### src/rtl/bas_pkg.sv
package bas_pkg;

  // Per-cycle command decoded from strobes, selects and advance
  typedef enum logic [1:0] {
    CMD_HOLD  = 2'd0,
    CMD_LOAD  = 2'd1,
    CMD_DESEL = 2'd2,
    CMD_STEP  = 2'd3
  } bas_cmd_e;

  // Step order chosen by the strap
  typedef enum logic {
    ORD_LINEAR     = 1'b0,
    ORD_INTERLEAVE = 1'b1
  } bas_order_e;

endpackage

### src/rtl/bas_strobe_qual.sv
module bas_strobe_qual
  import bas_pkg::*;
(
  input  logic     proc_stb_n,
  input  logic     ctrl_stb_n,
  input  logic     adv_n,
  input  logic     cs1_n,
  input  logic     cs2,
  input  logic     cs3_n,
  output bas_cmd_e cmd
);

  logic proc_seen;
  logic ctrl_seen;
  logic any_stb;
  logic selected;

  // The processor strobe is masked by cs1_n and wins over the controller strobe
  always_comb begin
    proc_seen = ~proc_stb_n & ~cs1_n;
    ctrl_seen = ~proc_seen & ~ctrl_stb_n;
    any_stb   = proc_seen | ctrl_seen;
    selected  = ~cs1_n & cs2 & ~cs3_n;
  end

  always_comb begin
    if (any_stb && selected) begin
      cmd = CMD_LOAD;
    end else if (any_stb) begin
      cmd = CMD_DESEL;
    end else if (!adv_n) begin
      cmd = CMD_STEP;
    end else begin
      cmd = CMD_HOLD;
    end
  end

endmodule

### src/rtl/bas_beat_ctr.sv
module bas_beat_ctr
  import bas_pkg::*;
#(
  parameter int ADDR_W = 16,
  parameter int CNT_W  = 2
) (
  input  logic                    clk,
  input  logic                    rst_n,
  input  bas_cmd_e                cmd,
  input  logic [ADDR_W-1:0]       addr_in,
  output logic [ADDR_W-CNT_W-1:0] upper_q,
  output logic [CNT_W-1:0]        start_q,
  output logic [CNT_W-1:0]        beat_q,
  output logic                    active_q
);

  localparam int UP_W = ADDR_W - CNT_W;

  logic [UP_W-1:0]  upper_d;
  logic [CNT_W-1:0] start_d;
  logic [CNT_W-1:0] beat_d;
  logic             active_d;
  logic             cap_en;
  logic             beat_en;
  logic             act_en;

  // Next-state and enables
  always_comb begin
    cap_en   = (cmd == CMD_LOAD);
    beat_en  = cap_en | ((cmd == CMD_STEP) & active_q);
    act_en   = cap_en | (cmd == CMD_DESEL);
    upper_d  = addr_in[ADDR_W-1:CNT_W];
    start_d  = addr_in[CNT_W-1:0];
    beat_d   = cap_en ? '0 : beat_q + CNT_W'(1);
    active_d = cap_en;
  end

  always_ff @(posedge clk or negedge rst_n) begin
    if (!rst_n) begin
      upper_q <= '0;
      start_q <= '0;
    end else if (cap_en) begin
      upper_q <= upper_d;
      start_q <= start_d;
    end
  end

  always_ff @(posedge clk or negedge rst_n) begin
    if (!rst_n) begin
      beat_q <= '0;
    end else if (beat_en) begin
      beat_q <= beat_d;
    end
  end

  always_ff @(posedge clk or negedge rst_n) begin
    if (!rst_n) begin
      active_q <= 1'b0;
    end else if (act_en) begin
      active_q <= active_d;
    end
  end

endmodule

### src/rtl/bas_addr_form.sv
module bas_addr_form
  import bas_pkg::*;
#(
  parameter int ADDR_W = 16,
  parameter int CNT_W  = 2
) (
  input  bas_order_e              order,
  input  logic [ADDR_W-CNT_W-1:0] upper_q,
  input  logic [CNT_W-1:0]        start_q,
  input  logic [CNT_W-1:0]        beat_q,
  output logic [ADDR_W-1:0]       addr
);

  logic [CNT_W-1:0] low_il;
  logic [CNT_W-1:0] low_lin;
  logic [CNT_W-1:0] low_sel;

  // Interleaved order: each low bit flips with the matching beat bit
  for (genvar b = 0; b < CNT_W; b++) begin : g_il_bit
    assign low_il[b] = start_q[b] ^ beat_q[b];
  end

  // Linear order: wrapping sum
  assign low_lin = start_q + beat_q;

  always_comb begin
    unique case (order)
      ORD_INTERLEAVE: low_sel = low_il;
      default:        low_sel = low_lin;
    endcase
    addr = {upper_q, low_sel};
  end

endmodule

### src/rtl/burst_addr_seq.sv
module burst_addr_seq
  import bas_pkg::*;
#(
  parameter int ADDR_W = 16,
  parameter int CNT_W  = 2
) (
  input  logic              clk,
  input  logic              rst_n,
  input  logic [ADDR_W-1:0] addr_in,
  input  logic              proc_stb_n,
  input  logic              ctrl_stb_n,
  input  logic              adv_n,
  input  logic              cs1_n,
  input  logic              cs2,
  input  logic              cs3_n,
  input  logic              order_il,
  output logic [ADDR_W-1:0] addr_out,
  output logic              burst_active
);

  localparam int UP_W = ADDR_W - CNT_W;

  bas_cmd_e         cmd;
  bas_order_e       order;
  logic [UP_W-1:0]  upper_q;
  logic [CNT_W-1:0] start_q;
  logic [CNT_W-1:0] beat_q;
  logic             active_q;

  assign order = bas_order_e'(order_il);

  bas_strobe_qual u_qual (
    .proc_stb_n (proc_stb_n),
    .ctrl_stb_n (ctrl_stb_n),
    .adv_n      (adv_n),
    .cs1_n      (cs1_n),
    .cs2        (cs2),
    .cs3_n      (cs3_n),
    .cmd        (cmd)
  );

  bas_beat_ctr #(.ADDR_W(ADDR_W), .CNT_W(CNT_W)) u_ctr (
    .clk      (clk),
    .rst_n    (rst_n),
    .cmd      (cmd),
    .addr_in  (addr_in),
    .upper_q  (upper_q),
    .start_q  (start_q),
    .beat_q   (beat_q),
    .active_q (active_q)
  );

  bas_addr_form #(.ADDR_W(ADDR_W), .CNT_W(CNT_W)) u_form (
    .order   (order),
    .upper_q (upper_q),
    .start_q (start_q),
    .beat_q  (beat_q),
    .addr    (addr_out)
  );

  assign burst_active = active_q;

endmodule

### config.mk
export PLATFORM = sky130hd
export DESIGN_NAME = burst_addr_seq
export DESIGN_NICKNAME = d
export VERILOG_FILES = /design/src/rtl/bas_pkg.sv /design/src/rtl/bas_strobe_qual.sv /design/src/rtl/bas_beat_ctr.sv /design/src/rtl/bas_addr_form.sv /design/src/rtl/burst_addr_seq.sv
export SDC_FILE = /design/constraint.sdc
export NUM_CORES = 1
export LEC_CHECK = 0
export ABC_AREA = 0
export ABC_CLOCK_PERIOD_IN_PS = 1100
export BUFFER_PORTS_ARGS = -buffer_cell sky130_fd_sc_hd__buf_2
export CAP_MARGIN = 20
export CORE_MARGIN = 5
export CORE_UTILIZATION = 35
export DETAILED_ROUTE_END_ITERATION = 10
export PLACE_DENSITY_LB_ADDON = 0.3
export SLEW_MARGIN = 10
export SYNTH_ARGS = -nofsm -noshare
export SYNTH_HDL_FRONTEND = slang
export SYNTH_HIERARCHICAL = 1
export SYNTH_SLANG_ARGS = --single-unit
### constraint.sdc
create_clock -name clk -period 1.1 [get_ports clk]
set_clock_uncertainty 0.15 [all_clocks]
set_input_delay 0.055 -clock clk [delete_from_list [all_inputs] [get_ports clk]]
set_output_delay 0.055 -clock clk [all_outputs]
set_load 0.01 [all_outputs]
==> impl_metrics.csv <==
group,metric,value,unit
status,violated_checks,"setup timing",
timing,unrepaired_setup_endpoints_after_global_routing,"true",
finish,synthToLayoutAreaGrowth,67.4,%
power,power.ir.vdd_worst,1.10,mV
finish,drive_gt1_share,66.9,%
routing,routed_wire_length,2.19,mm
placed_design,dpl.hpwl,1.40,mm
grt,grt_start_max_net_pins,20,
timing,final-hold-violation-count,0,
clock_tree,cts-root-to-sink-buffers,2,
finish,finish.utilization,59.2,%
finish,layout_common_cells,"37 x buf_2, 19 x dfrtp_1, 17 x dlygate4sd3_1, 17 x mux2_4, 7 x buf_4",
timing,final-max-slew-violation-count,0,
routing,dr.max_layer_used,"met4",
clock_tree,number_of_buffers_inserted_during_clock_tree_synthesis,3,
finish,final_nets,160,
logic_synthesis,syn_area,951,um2
logic_synthesis,synth_sequential_area_ratio,50.0,%
clock_tree,cts_tree,"done",
logic_synthesis,synth.avg_cell_area,13.2,um2
clock_tree,worstSkewPairLatency,290,ps
critical_path,setup.worst_path.end_class,"output pin",
clock_tree,clock_sinks,19,
grt,grtUsageTotal,11.3,%
finish,leading_cell_type_in_the_layout_fill_and_taps_excluded,"buf_2",
routing,detailroute.wirelength.met2,1.19,mm
grt,globalRoute.totalOverflow,0,
grt,grt_pass1_wl,3.50,mm
routing,routed_via_density,4.45,
grt,grt_antenna_before_repair,0,
critical_path,worst_ep_required_time,890,ps
critical_path,critical_path.startpoint_type,"flip-flop",
logic_synthesis,syn-instance-count,72,
grt,grt_pass1_vias,744,
floorplan,die_width,62.1,um
routing,remaining_drc_errors,0,
floorplan,ios,42,
timing,setup_slack,-346,ps
routing,route.detailed.wl_per_inst,13.6,um
floorplan,die-area,3860,um2
placed_design,place_worst_setup_slack,-576,ps
timing,final.setup.tns,-3480,ps
routing,route.vias.total,717,
logic_synthesis,mappedNetlistNets,101,
routing,route.antenna.remaining_nets,0,
power,static-leakage-power,0.771,nW
floorplan,floorplan.initialDensity,35.4,%
timing,achievable-frequency,692,MHz
critical_path,crit_chain,"ha_2, nor2b_4, xnor2_1, buf_2",
timing,final.min_clock_period,1450,ps
routing,detailroute.wirelength.met3,140,um
critical_path,cpPeakStageDelay,410,ps
timing,timing.final.setup_violations,22,
critical_path,cp_data_arrival_time,1240,ps
floorplan,core_area,2690,um2
floorplan,floorplan.rows,19,
placed_design,gp_congestion,0.702,
critical_path,worst-setup-path-type,"flip-flop to output pin",
routing,drt_pre_antenna_iters,3,
clock_tree,htree_depth,1,
floorplan,die_height,62.1,um
job,maxCapViolCount,0,
logic_synthesis,ys_ff_latch,19,
critical_path,crit_fanout,2,
finish,count_of_inserted_antenna_diode_cells,0,
power,power.density,1610,nW/um2
logic_synthesis,synth.lib_cells_used.distinct,18,
timing,final.period_utilization,131,%
clock_tree,cts.reportedPaths.clkPinSlew,110,ps
routing,dr.first_iter.drc_count,7,
clock_tree,clk_root_buffer_cell,"clkbuf_4",
timing,slew_headroom,72.7,%
logic_synthesis,synth.yosys.warnings,6,
routing,met1_length,842,um
critical_path,critPathSlowestCell,"dfrtp_1",
status,run_status,"complete, but fails checks",
placed_design,count_of_input_and_output_buffers,41,
worst_hold_path,timing.hold.worst.class,"input port to asynchronous set/reset pin",
timing,worst_pin_slew,409,ps
[area by class of cell]
type / instances / area (um2)
fillers: 234 / 1090
repair buffers: 70 / 526
multi-input cells: 35 / 518
flip-flops and latches: 19 / 475
well taps: 31 / 38.8
clock buffers: 4 / 26.3
inverters: 2 / 7.51
[worst max-delay path: cells and delay by family (launching register included)]
family                   cells  cell delay, ps
XOR/XNOR                     1             110
adder cells (fa/ha/maj)      1             170
buffers and inverters        1             140
flip-flops                   1             410
AND/OR/NAND/NOR              1             120
[power breakdown]
part           internal (W)  switching (W)
Clock              0.000141       0.000203
Combinational      0.000738       0.000451
Sequential         0.000909       0.000124
[state kept, by name, indices dropped and copies added (netlist names)]
| register | cells |
|---|---|
| u_ctr/upper_q | 14 |
| u_ctr/start_q | 2 |
| u_ctr/beat_q | 2 |
| u_ctr/active_q | 1 |
[per-layer routing]
layer  track usage [%]  vias to the layer above
li1                  -                      349
met1              12.3                      343
met2              19.2                       23
met3              3.24                        2
met4              6.50                        0
met5                 0                        -
[synth_stat cells]
library cell / n / share of area (%)
dfrtp_1: 19 / 50
mux2_2: 18 / 21
buf_4: 14 / 11
ha_1: 4 / 5.3
inv_1: 2 / 0.79
nand2_1: 2 / 0.79
xnor2_1: 2 / 1.8
a21oi_1: 1 / 0.53
a2bb2oi_1: 1 / 0.92
buf_2: 1 / 0.53
buf_6: 1 / 1.2
nor2_1: 1 / 0.39
nor2b_1: 1 / 0.66
nor3b_2: 1 / 1.3
o21ai_0: 1 / 0.53
o21ai_2: 1 / 0.92
o2bb2ai_1: 1 / 0.92
or4b_1: 1 / 1.1
[worst paths after layout]
check | cells after the start | slack (ps) | to | from
setup reg to reg | 3 | -200 | u_ctr/beat_q[1] | u_ctr/beat_q[1]
setup / recovery | 4 | -350 | addr_out[1] | u_ctr/beat_q[0]
hold / removal | 2 | 70 | u_ctr/upper_q[1] | rst_n
min in group clk | 4 | 260 | u_ctr/active_q | adv_n
hold reg to reg | 1 | 360 | u_ctr/upper_q[5] | u_ctr/upper_q[5]
max in group asynchronous | 2 | 450 | u_ctr/upper_q[6] | rst_n
[cells by family (layout without fill, tap and decap cells)]
logic type               after synthesis  after routing  synth area share, %
XOR/XNOR                               2              2                 1.84
AO/OA/AOI/OAI                          5              5                 3.82
adder cells (fa/ha/maj)                4              4                 5.26
multiplexers                          18             18                 21.3
flip-flops                            19             19                 50.0
AND/OR/NAND/NOR                        6              6                 4.21
buffers and inverters                 18             76                 13.6
[timing repair]
item,CTS,global route
gates resized for setup,32,6
hold endpoints to repair,35,0
setup endpoints to repair,22,22
setup buffers,8,3
cloned,1,0
pin swaps,6,7
hold buffers,17,0
[stage by stage]
stage	instance area, um2	std cells	power, W	hold WS, ps
final	1590	161	0.00257	65.1
after global routing	1590	161	0.00272	103
after detailed placement	1160	131	0.00188	-129
after floorplan	1020	72	0.00172	-391
after global placement	1160	131	0.00185	-139
after CTS	1580	161	0.00257	86.5
No activity file was read; power rests on OpenSTA's default activity.
